--- config.mk ---
export PLATFORM = sky130hd
export DESIGN_NAME = brr_resolver
export DESIGN_NICKNAME = d
export VERILOG_FILES = /design/src/rtl/brr_pkg.sv /design/src/rtl/brr_ctrl.sv /design/src/rtl/brr_datapath.sv /design/src/rtl/brr_resolver.sv
export SDC_FILE = /design/constraint.sdc
export NUM_CORES = 1
export LEC_CHECK = 0
export BUFFER_PORTS_ARGS = -buffer_cell sky130_fd_sc_hd__buf_2
export CORE_MARGIN = 3
export CORE_UTILIZATION = 50
export DETAILED_ROUTE_END_ITERATION = 7
export GPL_ROUTABILITY_DRIVEN = 0
export HOLD_SLACK_MARGIN = 0.12
export PLACE_DENSITY_LB_ADDON = 0.08
export REMOVE_ABC_BUFFERS = 1
export SYNTH_ARGS = -nofsm -noshare
export SYNTH_HDL_FRONTEND = slang
export SYNTH_SLANG_ARGS = --single-unit
export TNS_END_PERCENT = 5
--- constraint.sdc ---
create_clock -name clk -period 6.87 [get_ports clk]
set_input_delay 1.374 -clock clk [delete_from_list [all_inputs] [get_ports clk]]
set_output_delay 1.374 -clock clk [all_outputs]
set_load 0.01 [all_outputs]
--- src/rtl/brr_pkg.sv ---
package brr_pkg;

  localparam int INSTR_W = 32;
  localparam int OPC_W   = 8;
  localparam int SUB_W   = 4;
  localparam int IMM_W   = 16;
  localparam int CC_W    = 2;
  localparam int MASK_W  = 1 << CC_W;

  localparam int IMM_LO  = 0;
  localparam int SUB_LO  = IMM_LO + IMM_W;
  localparam int MASK_LO = SUB_LO + SUB_W;
  localparam int OPC_LO  = MASK_LO + MASK_W;

  typedef struct packed {
    logic load;
    logic hit;
    logic go;
  } brr_strobe_t;

endpackage

--- src/rtl/brr_ctrl.sv ---
module brr_ctrl
  import brr_pkg::*;
#(
  parameter logic [OPC_W-1:0] OPCODE = 8'h5C,
  parameter logic [SUB_W-1:0] SUBOP  = 4'h9
) (
  input  logic              inValid,
  input  logic [OPC_W-1:0]  opcField,
  input  logic [SUB_W-1:0]  subField,
  input  logic [MASK_W-1:0] maskField,
  input  logic [CC_W-1:0]   condCode,
  output brr_strobe_t       strobes
);

  logic              isHit;
  logic [MASK_W-1:0] ccSelect;
  logic              condMet;

  assign isHit = (opcField == OPCODE) && (subField == SUBOP);

  // The most significant mask bit belongs to condition code 0.
  for (genvar i = 0; i < MASK_W; i++) begin : g_sel
    assign ccSelect[i] = (condCode == CC_W'(MASK_W - 1 - i));
  end

  assign condMet = |(ccSelect & maskField);

  always_comb begin
    strobes.load = inValid;
    strobes.hit  = isHit;
    strobes.go   = isHit && condMet;
  end

endmodule

--- src/rtl/brr_datapath.sv ---
module brr_datapath
  import brr_pkg::*;
#(
  parameter int ADDR_W      = 32,
  parameter int INSTR_BYTES = 4
) (
  input  logic              clk,
  input  logic              rstN,
  input  brr_strobe_t       strobes,
  input  logic [ADDR_W-1:0] instrAddr,
  input  logic [IMM_W-1:0]  immField,
  output logic              resValid,
  output logic              brTaken,
  output logic              brMatch,
  output logic [ADDR_W-1:0] nextAddr
);

  localparam int EXT_W = ADDR_W - IMM_W - 1;

  logic [ADDR_W-1:0] seqAddr;
  logic [ADDR_W-1:0] byteOffset;
  logic [ADDR_W-1:0] tgtAddr;

  assign seqAddr    = instrAddr + ADDR_W'(INSTR_BYTES);
  assign byteOffset = {{EXT_W{immField[IMM_W-1]}}, immField, 1'b0};
  assign tgtAddr    = instrAddr + byteOffset;

  always_ff @(posedge clk) begin
    if (!rstN) begin
      resValid <= 1'b0;
      brTaken  <= 1'b0;
      brMatch  <= 1'b0;
      nextAddr <= '0;
    end else begin
      resValid <= strobes.load;
      if (strobes.load) begin
        brTaken  <= strobes.go;
        brMatch  <= strobes.hit;
        nextAddr <= strobes.go ? tgtAddr : seqAddr;
      end
    end
  end

endmodule

--- src/rtl/brr_resolver.sv ---
module brr_resolver
  import brr_pkg::*;
#(
  parameter int               ADDR_W      = 32,
  parameter int               INSTR_BYTES = 4,
  parameter logic [OPC_W-1:0] OPCODE      = 8'h5C,
  parameter logic [SUB_W-1:0] SUBOP       = 4'h9
) (
  input  logic               clk,
  input  logic               rstN,
  input  logic               inValid,
  input  logic [INSTR_W-1:0] instrWord,
  input  logic [ADDR_W-1:0]  instrAddr,
  input  logic [CC_W-1:0]    condCode,
  output logic               resValid,
  output logic               brTaken,
  output logic               brMatch,
  output logic [ADDR_W-1:0]  nextAddr
);

  brr_strobe_t strobes;

  brr_ctrl #(
    .OPCODE(OPCODE),
    .SUBOP (SUBOP)
  ) u_ctrl (
    .inValid  (inValid),
    .opcField (instrWord[OPC_LO  +: OPC_W]),
    .subField (instrWord[SUB_LO  +: SUB_W]),
    .maskField(instrWord[MASK_LO +: MASK_W]),
    .condCode (condCode),
    .strobes  (strobes)
  );

  brr_datapath #(
    .ADDR_W     (ADDR_W),
    .INSTR_BYTES(INSTR_BYTES)
  ) u_dp (
    .clk      (clk),
    .rstN     (rstN),
    .strobes  (strobes),
    .instrAddr(instrAddr),
    .immField (instrWord[IMM_LO +: IMM_W]),
    .resValid (resValid),
    .brTaken  (brTaken),
    .brMatch  (brMatch),
    .nextAddr (nextAddr)
  );

endmodule

==> key figures <==
Drt
  • Routed Antenna Nets: 0
  • Initial DRC Count: 213
  • Wirelength per Cell: 16.6 um
  • Pre-Repair DR Iteration Count: 4
  • DR DRC count: 0
  • Final WL: 11.5 mm
  • DR vias/cell: 5.93
  • Vias post-DR: 4095

Timing
  • Pins Over Slew Limit: 0
  • Clock skew: 0 ns
  • Final Setup Violations: 0
  • RSZ-0062 raised after global routing: no
  • Highest Clock Rate: 280 MHz
  • Slew HR: 43.8%
  • Post-route setup slack: 3.29 ns
  • Fin crit share: 52.0%
  • Final hold slack: 0.451 ns
  • Setup TNS: 0 ns
  • Fin crit period: 3.58 ns
  • Fin. Hold Viols: 0
  • Slew @ Worst Pin: 0.843 ns

Clock tree
  • Clk slew on worst S/H paths: 0.08 ns
  • Post-cts sizing count: 0
  • CTS tree: yes
  • Clock Latency Late Sink: 0.29 ns
  • Hold-fix buffers, CTS: 0
  • Clk sinks: 35
  • # Post-CTS Setup Buffers: 0
  • Htree depth: 2
  • Clock Tree Buf Depth: 2
  • Num CTS Buffers: 5
  • Clock root cell: clkbuf_8

Critical path
  • FF-to-FF End: u_dp.nextAddr[28]$_SDFFE_PN0P_
  • Reg2reg start: u_dp.nextAddr[28]$_SDFFE_PN0P_
  • CP Launch Type: input port
  • Crit-path max FO: 16
  • Reg2Reg Depth: 3
  • CP Data Arrival Time: 3.77 ns
  • Worst path slowest cell: ha_1
  • Worst path required time: 7.06 ns
  • Crit path cell chain: buf_2 -> ha_1 -> and4_4 -> and2_1 -> o31a_1 -> a211oi_2 -> o21bai_1 -> a21oi_2 -> o21ai_1 -> a32o_1
  • CP bufs+invs: 1
  • CP Capture Type: register
  • CP delay by family, top: compound AO/OA/AOI/OAI gates
  • R2r setup slk: 6.05 ns
  • Max incr delay on CP: 0.37 ns
  • Critical path class: input port to register

Yosys
  • Asr flop ratio synth: 0%
  • Number of synthesized flops with an enable pin: 0
  • Mux contribution to synthesized area: 2.68%
  • Largest family of logic cells by synthesized area: compound AO/OA/AOI/OAI gates
  • Synth Area in Simple Gates: 25.3%
  • Synthesized instance count: 500
  • Syn Std Cell Area: 3780 um2
  • Post-synth cell types: 68
  • Adder-cell area share of the yosys netlist: 10.8%
  • Yosys reg bits: 35
  • Seq/Total Area, Yosys: 18.5%
  • Top_reg_cell synth: dfxtp_1
  • Post-synthesis compound-gate area fraction: 27.8%
  • Xor/xnor share of the synthesized area: 11.1%
  • Avg Cell Area, Syn: 7.55 um2
  • Synthesis warning total: 0

Global route
  • Number of global-route vias before repair: 3907
  • Initial antenna violation count: 0
  • Total GRT Usage: 27.0%
  • Gr ovfl total: 0
  • Pin count of the biggest net entering global routing: 35
  • First-pass GRT wire length: 18.9 mm

Power and ir drop
  • Clock power frac: 24.8%
  • Reg power frac: 34.6%
  • VDD IR-drop max: 0.0704 mV
  • Power per cell area: 144 nW/um2
  • Internal power: 401 uW
  • Lkg Pwr: 2.02 nW
  • Switching part of the total: 37.1%
  • Combinational group share of total power: 40.5%
  • Switching pwr: 236 uW

Finish
  • Area Growth Syn to Fin: 17.4%
  • Layout cells sized above 1: 21.8%
  • Design Area, Final: 4430 um2
  • Final core utilization: 60.8%
  • Ant. Diodes: 0
  • Nets: 693

Placed design
  • Instance area at placement: 4350 um2
  • Number of port buffers: 103
  • Pre-CTS setup slack: 3.00 ns
  • Detailed placement HPWL: 8.91 mm

Die
  • Starting Density: 51.8%
  • # IOs: 104
  • Core area: 7290 um2
  • Die Y-Extent: 92.9 um
  • Overall die width: 92.9 um
  • Rows: 31
  • DIE AREA: 8630 um2

Hold path
  • Hold path start: u_dp.nextAddr[11]$_SDFFE_PN0P_
  • Hold endpoint: u_dp.nextAddr[11]$_SDFFE_PN0P_
  • Hold WC Path Type: register to register
  • Hold Path Depth: 2

Run
  • # Max-Cap Violations: 0

Run status
  • Status: finished, final reports clean
==> Yosys cell counts, types with 4 or more instances <==
cell type  number  area (um2)
xnor2_1        25         219
nor2b_1         5        31.3
a21o_1         16         120
nand2b_1        5        31.3
clkbuf_1       15        56.3
o21bai_1        5        37.5
ha_1           31         388
xor2_1         23         201
nand4_1        12        75.1
mux2i_1         9        90.1
and3_1          4        25.0
and2_1          6        37.5
nand2_1        52         195
nor3_1          6        30.0
a211oi_1       10        75.1
dfxtp_1        35         701
o21ai_1        11        55.1
o211ai_1        8        60.1
nand3_1        23         115
o21ai_0        12        60.1
a31oi_1         4        25.0
a21oi_1        51         255
inv_1          15        56.3
o21a_1          7        52.6
o31ai_1         4        30.0
nor2_1         44         165
==> area by class of cell <==
cell class / instances / area [um2]
multi-input combinational: 430 / 2940
clock buffer: 6 / 82.6
tap: 99 / 124
inverter: 15 / 56.3
sequential: 35 / 701
timing repair buffer: 105 / 531
fill: 738 / 2860
clock inverter: 1 / 5.00
==> tightest hold or removal path, cell delays in order (launching register included) <==
cell and delay (ns):
dfxtp_1 0.31, nand2_1 0.05, o21ai_1 0.05
==> stage by stage <==
stage | power (mW) | std cells
6_report | 0.637 | 691
3_5_place_dp | 0.478 | 684
3_3_place_gp | 0.477 | 684
4_1_cts | 0.640 | 691
2_1_floorplan | 0.394 | 480
5_1_grt | 0.680 | 691
==> worst max path at each step <==
stage                             start                             end  slack (ns)  cells past startpoint
final                     instrWord[15]  u_dp.nextAddr[31]$_SDFFE_PN0P_        3.29                     10
after global routing      instrWord[15]  u_dp.nextAddr[23]$_SDFFE_PN0P_        3.11                     10
after CTS                 instrWord[15]  u_dp.nextAddr[31]$_SDFFE_PN0P_        3.32                     10
after detailed placement  instrWord[15]  u_dp.nextAddr[31]$_SDFFE_PN0P_        3.00                     10
after global placement    instrWord[15]  u_dp.nextAddr[31]$_SDFFE_PN0P_        3.11                     10
after floorplan            instrWord[0]  u_dp.nextAddr[31]$_SDFFE_PN0P_        3.46                     11
==> power by group through the flow <==
stage	clock network, mW	logic, mW	registers [mW]
6_report	0.158	0.258	0.221
5_1_grt	0.172	0.286	0.222
4_1_cts	0.164	0.255	0.220
3_5_place_dp	0	0.253	0.225
3_3_place_gp	0	0.252	0.225
2_1_floorplan	0	0.163	0.231
==> layout by cell type, fill, tap and decap left out, types with 12 or more instances in the layout <==
| cell type | instances |
|---|---|
| nand4_1 | 12 |
| nand3_1 | 23 |
| a21oi_1 | 51 |
| inv_1 | 15 |
| dfxtp_1 | 35 |
| nor2_1 | 44 |
| nand2_1 | 52 |
| ha_1 | 31 |
| buf_2 | 103 |
| xor2_1 | 23 |
| o21ai_0 | 12 |
| a21o_1 | 16 |
| xnor2_1 | 25 |
==> cells by family (layout without fill, tap and decap cells) <==
group | Yosys count | count (layout)
fa+ha+maj | 32 | 32
buf+inv | 35 | 127
simple gates | 182 | 182
xor+xnor | 48 | 48
mux | 10 | 10
flops | 35 | 35
compound gates | 158 | 158
==> state kept, by name, indices dropped and copies added, names as in the netlist <==
name	flops
u_dp.resValid	1
u_dp.nextAddr	32
u_dp.brMatch	1
u_dp.brTaken	1
==> routing by layer <==
metal  wire length, um  global-route usage (%)  vias to the layer above  part of all wire, %
met1              5200                    36.3                     1890                   45
met3               813                    3.98                       10                  7.1
met2              5300                    45.2                      162                   46
li1                  -                       -                     2033                    -
met5                 0                       0                        -                    0
met4               152                    6.72                        0                  1.3
Power figures use the tool's default switching activity.
